`src/rtl/ivt_pkg.sv`:
```
package ivt_pkg;
  typedef enum logic [1:0] {
    REG_LIM_CLR  = 2'd0,
    REG_COUNT    = 2'd1,
    REG_LIM_KEEP = 2'd2,
    REG_CTRL     = 2'd3
  } ivt_reg_e;
endpackage

```
`src/rtl/ivt_counter.sv`:
```
module ivt_counter #(
  parameter int CNT_W = 21
) (
  input  logic             clk,
  input  logic             rst,
  input  logic             tick,
  input  logic             run,
  input  logic             lim_wr_clr,
  input  logic             lim_wr_keep,
  input  logic [CNT_W-1:0] lim_val,
  input  logic             ack_rd,
  output logic [CNT_W-1:0] count_q,
  output logic [CNT_W-1:0] limit_q,
  output logic             flag_q
);
  localparam logic [CNT_W-1:0] ONE = CNT_W'(1);

  logic             step;
  logic             terminal;
  logic [CNT_W-1:0] limit_m1;

  assign limit_m1 = limit_q - ONE;
  assign step     = tick && run;
  assign terminal = step && (limit_q != '0) && (count_q == limit_m1);

  always_ff @(posedge clk) begin
    if (rst) begin
      count_q <= ONE;
      limit_q <= '0;
      flag_q  <= 1'b0;
    end else if (lim_wr_clr) begin
      limit_q <= lim_val;
      count_q <= ONE;
      flag_q  <= 1'b0;
    end else begin
      if (lim_wr_keep) limit_q <= lim_val;
      if (terminal) begin
        count_q <= ONE;
        flag_q  <= 1'b1;
      end else begin
        if (step)   count_q <= count_q + ONE;
        if (ack_rd) flag_q  <= 1'b0;
      end
    end
  end
endmodule

```
`src/rtl/ivt_run_ctrl.sv`:
```
module ivt_run_ctrl #(
  parameter bit HAS_CTRL = 1'b1
) (
  input  logic        clk,
  input  logic        rst,
  input  logic        ctrl_wr,
  input  logic        ctrl_bit,
  output logic        run,
  output logic [31:0] ctrl_word
);
  generate
    if (HAS_CTRL) begin : g_ctrl
      logic run_q;
      always_ff @(posedge clk) begin
        if (rst)          run_q <= 1'b1;
        else if (ctrl_wr) run_q <= ctrl_bit;
      end
      assign run       = run_q;
      assign ctrl_word = {31'd0, run_q};
    end else begin : g_free
      logic unused_in;
      assign unused_in = ctrl_wr ^ ctrl_bit ^ clk ^ rst;
      assign run       = 1'b1;
      assign ctrl_word = 32'd0;
    end
  endgenerate
endmodule

```
`src/rtl/ivt_readback.sv`:
```
module ivt_readback
  import ivt_pkg::*;
#(
  parameter int CNT_W = 21,
  parameter int SHIFT = 10
) (
  input  logic             clk,
  input  logic             rst,
  input  logic             rd_en,
  input  ivt_reg_e         sel,
  input  logic [CNT_W-1:0] count,
  input  logic [CNT_W-1:0] limit,
  input  logic             flag,
  input  logic [31:0]      ctrl_word,
  output logic [31:0]      rdata_q
);
  function automatic logic [31:0] place(input logic [CNT_W-1:0] v, input logic f);
    logic [31:0] w;
    w = '0;
    w[SHIFT +: CNT_W] = v;
    w[31] = f;
    return w;
  endfunction

  logic [31:0] mux;
  always_comb begin
    unique case (sel)
      REG_COUNT: mux = place(count, flag);
      REG_CTRL:  mux = ctrl_word;
      default:   mux = place(limit, flag);
    endcase
  end

  always_ff @(posedge clk) begin
    if (rst)        rdata_q <= '0;
    else if (rd_en) rdata_q <= mux;
  end
endmodule

```
`src/rtl/ivt_timer.sv`:
```
module ivt_timer
  import ivt_pkg::*;
#(
  parameter int CNT_W    = 21,
  parameter int SHIFT    = 10,
  parameter bit HAS_CTRL = 1'b1
) (
  input  logic        clk,
  input  logic        rst,
  input  logic        tick_en,
  input  logic        wr_en,
  input  logic        rd_en,
  input  logic [1:0]  addr,
  input  logic [31:0] wdata,
  output logic [31:0] rdata,
  output logic        irq_out
);
  localparam int FIELD_TOP = SHIFT + CNT_W - 1;

  ivt_reg_e         sel;
  logic             run;
  logic [31:0]      ctrl_word;
  logic [CNT_W-1:0] count_q;
  logic [CNT_W-1:0] limit_q;
  logic             flag_q;
  logic [CNT_W-1:0] lim_val;

  assign sel     = ivt_reg_e'(addr);
  assign lim_val = wdata[FIELD_TOP:SHIFT];
  assign irq_out = flag_q;

  ivt_run_ctrl #(.HAS_CTRL(HAS_CTRL)) u_run (
    .clk       (clk),
    .rst       (rst),
    .ctrl_wr   (wr_en && sel == REG_CTRL),
    .ctrl_bit  (wdata[0]),
    .run       (run),
    .ctrl_word (ctrl_word)
  );

  ivt_counter #(.CNT_W(CNT_W)) u_cnt (
    .clk         (clk),
    .rst         (rst),
    .tick        (tick_en),
    .run         (run),
    .lim_wr_clr  (wr_en && sel == REG_LIM_CLR),
    .lim_wr_keep (wr_en && sel == REG_LIM_KEEP),
    .lim_val     (lim_val),
    .ack_rd      (rd_en && sel == REG_LIM_CLR),
    .count_q     (count_q),
    .limit_q     (limit_q),
    .flag_q      (flag_q)
  );

  ivt_readback #(.CNT_W(CNT_W), .SHIFT(SHIFT)) u_rb (
    .clk       (clk),
    .rst       (rst),
    .rd_en     (rd_en),
    .sel       (sel),
    .count     (count_q),
    .limit     (limit_q),
    .flag      (flag_q),
    .ctrl_word (ctrl_word),
    .rdata_q   (rdata)
  );
endmodule

```
`config.mk`:
```
export PLATFORM = sky130hd
export DESIGN_NAME = ivt_timer
export DESIGN_NICKNAME = d
export VERILOG_FILES = /design/src/rtl/ivt_pkg.sv /design/src/rtl/ivt_counter.sv /design/src/rtl/ivt_run_ctrl.sv /design/src/rtl/ivt_readback.sv /design/src/rtl/ivt_timer.sv
export SDC_FILE = /design/constraint.sdc
export NUM_CORES = 1
export LEC_CHECK = 0
export BUFFER_PORTS_ARGS = -buffer_cell sky130_fd_sc_hd__buf_4
export CORE_ASPECT_RATIO = 0.8
export CORE_MARGIN = 5
export CORE_UTILIZATION = 25
export CTS_BUF_LIST = sky130_fd_sc_hd__clkbuf_4 sky130_fd_sc_hd__clkbuf_8
export DETAILED_ROUTE_END_ITERATION = 8
export GPL_ROUTABILITY_DRIVEN = 1
export PLACE_DENSITY = 0.52
export RECOVER_POWER = 25
export SETUP_SLACK_MARGIN = 0.3
export SLEW_MARGIN = 5
export SYNTH_ARGS = -nofsm -noshare
export SYNTH_HDL_FRONTEND = slang
export SYNTH_HIERARCHICAL = 1
export SYNTH_SLANG_ARGS = --single-unit
```
`constraint.sdc`:
```
create_clock -name clk -period 3.4 [get_ports clk]
set_clock_uncertainty 0.1 [all_clocks]
set_input_delay 0.68 -clock clk [delete_from_list [all_inputs] [get_ports clk]]
set_output_delay 0.68 -clock clk [all_outputs]
set_load 0.1 [all_outputs]
```
==> flow_summary.html <==
<table>
<tr><th>Metric</th><th>Value</th></tr>
<tr><th colspan="2">Route</th></tr>
<tr><td>DRT Wirelength</td><td>12500 um</td></tr>
<tr><td>Routed vias</td><td>3698</td></tr>
<tr><td>Vias/cell</td><td>4.47</td></tr>
<tr><td>Per-cell routed wire length</td><td>15.1 um</td></tr>
<tr><td>Initial drt markers</td><td>298</td></tr>
<tr><td>Total iterations of the first detailed-routing run</td><td>5</td></tr>
<tr><td>DRT antenna net count</td><td>0</td></tr>
<tr><td>DRC violations left</td><td>0</td></tr>
<tr><th colspan="2">Synth</th></tr>
<tr><td>Mean instance size in the synthesized netlist</td><td>9.06 um^2</td></tr>
<tr><td>Number of different library cells in the post-synthesis netlist</td><td>57</td></tr>
<tr><td>Most numerous cell in the Yosys netlist</td><td>sky130_fd_sc_hd__dfxtp_1</td></tr>
<tr><td>Area leader, netlist</td><td>sky130_fd_sc_hd__dfxtp_1</td></tr>
<tr><td>Leading post-synthesis cells by instance count</td><td>76 x sky130_fd_sc_hd__dfxtp_1, 57 x sky130_fd_sc_hd__nand2_1, 35 x sky130_fd_sc_hd__a21oi_1, 33 x sky130_fd_sc_hd__buf_4, 33 x sky130_fd_sc_hd__nand2b_1</td></tr>
<tr><td>Sequential share of the synthesized area</td><td>0.321</td></tr>
<tr><td>Register bit count reported by yosys</td><td>76</td></tr>
<tr><td>Fraction of synthesis flops using an asynchronous set or reset pin</td><td>0</td></tr>
<tr><td>Synth warnings</td><td>6</td></tr>
<tr><td>Top cell type's share of synthesized area</td><td>0.321</td></tr>
<tr><td>Cell area after synthesis</td><td>4740 um^2</td></tr>
<tr><td>Cells after Synth</td><td>523</td></tr>
<tr><td>Cells taking the most area after synthesis</td><td>sky130_fd_sc_hd__dfxtp_1 32%, sky130_fd_sc_hd__o221ai_2 6.3%, sky130_fd_sc_hd__xnor2_1 5.4%, sky130_fd_sc_hd__buf_4 5.2%, sky130_fd_sc_hd__nand4bb_1 5.0%</td></tr>
<tr><td>Post-synth top flop</td><td>sky130_fd_sc_hd__dfxtp_1</td></tr>
<tr><td>Post-synth EDFFs</td><td>0</td></tr>
<tr><th colspan="2">Layout</th></tr>
<tr><td>Filler Cells Inserted</td><td>2066</td></tr>
<tr><td>Nets</td><td>607</td></tr>
<tr><td>Area growth from synthesis to layout</td><td>13.5%</td></tr>
<tr><td>Inserted Diodes</td><td>0</td></tr>
<tr><td>Share of layout cells above drive strength 1</td><td>0.200</td></tr>
<tr><th colspan="2">Clock network</th></tr>
<tr><td>Maximum buffer depth of the clock tree</td><td>2</td></tr>
<tr><td># Post-CTS Setup Buffers</td><td>0</td></tr>
<tr><td>Clk pin slew, worst setup/hold paths</td><td>0.08 ns</td></tr>
<tr><td>Inserted Clock Buffers</td><td>9</td></tr>
<tr><td>Source-to-sink clock delay at the later pin of the worst-skew pair</td><td>0.36 ns</td></tr>
<tr><td>Clk sink count</td><td>76</td></tr>
<tr><td>CTS tree</td><td>yes</td></tr>
<tr><td>Count of H-tree levels built during CTS</td><td>3</td></tr>
<tr><td>Clock Tree Root</td><td>sky130_fd_sc_hd__clkbuf_8</td></tr>
<tr><th colspan="2">Placement</th></tr>
<tr><td>Pre-CTS setup slack</td><td>0.572 ns</td></tr>
<tr><td>DP HPWL</td><td>8840 um</td></tr>
<tr><td>Routability cong.</td><td>0.799</td></tr>
<tr><td>Number of port buffers</td><td>61</td></tr>
<tr><th colspan="2">Global route</th></tr>
<tr><td>Layer carrying the most global-route usage</td><td>met1</td></tr>
<tr><td>Total track usage</td><td>0.116</td></tr>
<tr><td>Met3 Resource Use GR</td><td>0.0266</td></tr>
<tr><td>Antenna violations before repair</td><td>0</td></tr>
<tr><td>Via count of the first global-routing pass</td><td>3431</td></tr>
<tr><td>Global Route met1 Usage</td><td>0.195</td></tr>
<tr><td>Wire length of the first global-routing pass</td><td>20100 um</td></tr>
<tr><td>Routing usage on met2</td><td>0.141</td></tr>
<tr><td>Sum of overflow across all layers after global routing</td><td>0</td></tr>
<tr><td>Maximum number of pins on one net before global-route repair</td><td>67</td></tr>
<tr><th colspan="2">STA</th></tr>
<tr><td>Total Negative Setup Slacks</td><td>0 ns</td></tr>
<tr><td>Crit share post-route</td><td>0.864</td></tr>
<tr><td>Final hold viol count</td><td>0</td></tr>
<tr><td>Peak clock frequency supported by timing</td><td>340 MHz</td></tr>
<tr><td>PnR worst setup slack</td><td>0.462 ns</td></tr>
<tr><td>Max-slew violations</td><td>0</td></tr>
<tr><td>Slew HR</td><td>0.000643</td></tr>
<tr><td>Final critical path time including I/O delays and setup</td><td>2.94 ns</td></tr>
<tr><td>Final setup vio count</td><td>0</td></tr>
<tr><td>Unrepaired setup endpoints after global routing</td><td>no</td></tr>
<tr><td>Transition time of the tightest slew-check pin</td><td>1.50 ns</td></tr>
<tr><th colspan="2">Setup path</th></tr>
<tr><td>Maximum cell stage delay along the critical path</td><td>1.16 ns</td></tr>
<tr><td>Critical Path Start Type</td><td>input port</td></tr>
<tr><td>Arrival time of the worst setup path</td><td>3.03 ns</td></tr>
<tr><td>Endpoint required time on the critical path</td><td>3.49 ns</td></tr>
<tr><td>Worst path cell trace</td><td>clkbuf_2, clkbuf_1, nand4bb_1, o221ai_2</td></tr>
<tr><td>Path type of the worst setup path</td><td>in -&gt; reg</td></tr>
<tr><td>Endpoint type of the worst setup path</td><td>flip-flop</td></tr>
<tr><td>Worst-path fanout max</td><td>49</td></tr>
<tr><td>Cell with the largest stage delay on the worst path</td><td>sky130_fd_sc_hd__clkbuf_1</td></tr>
<tr><th colspan="2">Floorplanning</th></tr>
<tr><td>Die Span Y</td><td>133 um</td></tr>
<tr><td>Effective utilization at floorplan</td><td>0.252</td></tr>
<tr><td>I/O Pins</td><td>72</td></tr>
<tr><td>Placeable core region</td><td>18800 um^2</td></tr>
<tr><td>Num rows</td><td>45</td></tr>
<tr><td>Die ar.</td><td>21800 um^2</td></tr>
<tr><td>Die X-Extent</td><td>164 um</td></tr>
<tr><th colspan="2">Power</th></tr>
<tr><td>Worst IR drop on VDD</td><td>0.000211 V</td></tr>
<tr><td>Power per Cell Area</td><td>417 nW/um^2</td></tr>
<tr><td>Static leakage</td><td>0.00195 uW</td></tr>
<tr><th colspan="2">Min path</th></tr>
<tr><td>Hold crit path type</td><td>reg -&gt; reg</td></tr>
<tr><th colspan="2">Status</th></tr>
<tr><td>Violations in the final reports</td><td>capacitance limit</td></tr>
<tr><td>Run status</td><td>complete, but fails checks</td></tr>
<tr><th colspan="2">Flow run</th></tr>
<tr><td>Number of violations of the max-capacitance limit</td><td>1</td></tr>
</table>
## cells in the final DEF (no fill, tap or decap), types with 14 or more instances in the layout
master | Yosys | routed
sky130_fd_sc_hd__dfxtp_1 | 76 | 76
sky130_fd_sc_hd__buf_4 | 33 | 66
sky130_fd_sc_hd__nand2_1 | 57 | 57
sky130_fd_sc_hd__a21oi_1 | 35 | 35
sky130_fd_sc_hd__nand2b_1 | 33 | 33
sky130_fd_sc_hd__conb_1 | 1 | 31
sky130_fd_sc_hd__xnor2_1 | 29 | 29
sky130_fd_sc_hd__nor3_1 | 28 | 28
sky130_fd_sc_hd__mux2i_1 | 23 | 23
sky130_fd_sc_hd__nand4bb_1 | 21 | 21
sky130_fd_sc_hd__xor2_1 | 18 | 18
sky130_fd_sc_hd__o221ai_2 | 20 | 17
sky130_fd_sc_hd__nand4_1 | 16 | 16
sky130_fd_sc_hd__nand3_1 | 14 | 14
## worst max-delay path, delay by kind of cell
family | cells | cell delay, ns
AND/OR/NAND/NOR | 1 | 0.28
AO/OA/AOI/OAI | 1 | 0.10
buffers and inverters | 2 | 1.94
## final cells by class
cell class | count | area (um^2) | share of cell area
clock buffers | 11 | 145 | 0.0270
clock inverters | 5 | 82.6 | 0.0153
inverters | 3 | 11.3 | 0.00209
multi-input cells | 404 | 2780 | 0.517
flip-flops and latches | 76 | 1520 | 0.283
well taps | 258 | 323 | 0.0600
repair buffers | 71 | 515 | 0.0958
## flip-flops by register name, summed over array words and instances, names as in the netlist
| signal | cells |
|---|---|
| u_rb/rdata_q | 32 |
| u_cnt/count_q | 21 |
| u_cnt/limit_q | 21 |
| u_cnt/flag_q | 1 |
| u_run/run | 1 |
## final timing paths
check	from	endpoint	slack (ns)	cells past startpoint
min	u_rb/rdata_q[9]	u_rb/rdata_q[9]	0.37	2
min reg2reg	u_rb/rdata_q[9]	u_rb/rdata_q[9]	0.37	2
max	rst	u_rb/rdata_q[15]	0.46	4
max reg2reg	u_cnt/limit_q[4]	u_cnt/count_q[0]	0.57	6
## per-layer routing
metal	routed length (um)	vias up
met2	4460	116
met3	713	11
met1	7220	1662
met4	95	0
li1	-	1909
met5	0	-
## per-stage QoR
step | std cells | total power (uW) | instance area, um^2 | utilization | hold WS, ns
finish | 828 | 2240 | 5380 | 0.286 | 0.369
global placement | 812 | 1460 | 5200 | 0.276 | 0.359
detailed placement | 812 | 1460 | 5200 | 0.276 | 0.360
global route | 828 | 2360 | 5380 | 0.286 | 0.383
floorplan | 553 | 1370 | 4850 | - | 0.366
CTS | 828 | 2280 | 5420 | 0.288 | 0.374
## cell families (layout without fill, tap and decap cells)
kind of cell               Yosys count  in the layout  share of synthesized area
adders and majority gates            3              3                    0.00792
xor gates and xnor gates            47             47                     0.0869
other                                1             31                   0.000791
AOI/OAI and AO/OA                   73             73                      0.129
and+or+nand+nor                    226            226                      0.293
DFF                                 76             76                      0.321
buffers and inverters               73             90                      0.110
muxes                               24             24                     0.0510
## repair_timing
item	CTS	global route
resized for setup	0	1
hold buffers	0	0
endpoints found under the setup margin	0	11
## report_power, final
group	switching (uW)	leakage (uW)	internal [uW]	total (uW)
clock network	358	0.000117	445	803
registers	42.2	0.000618	920	962
logic	302	0.00121	175	477
total	702	0.00195	1540	2240
(Power assumes the default switching activity.)
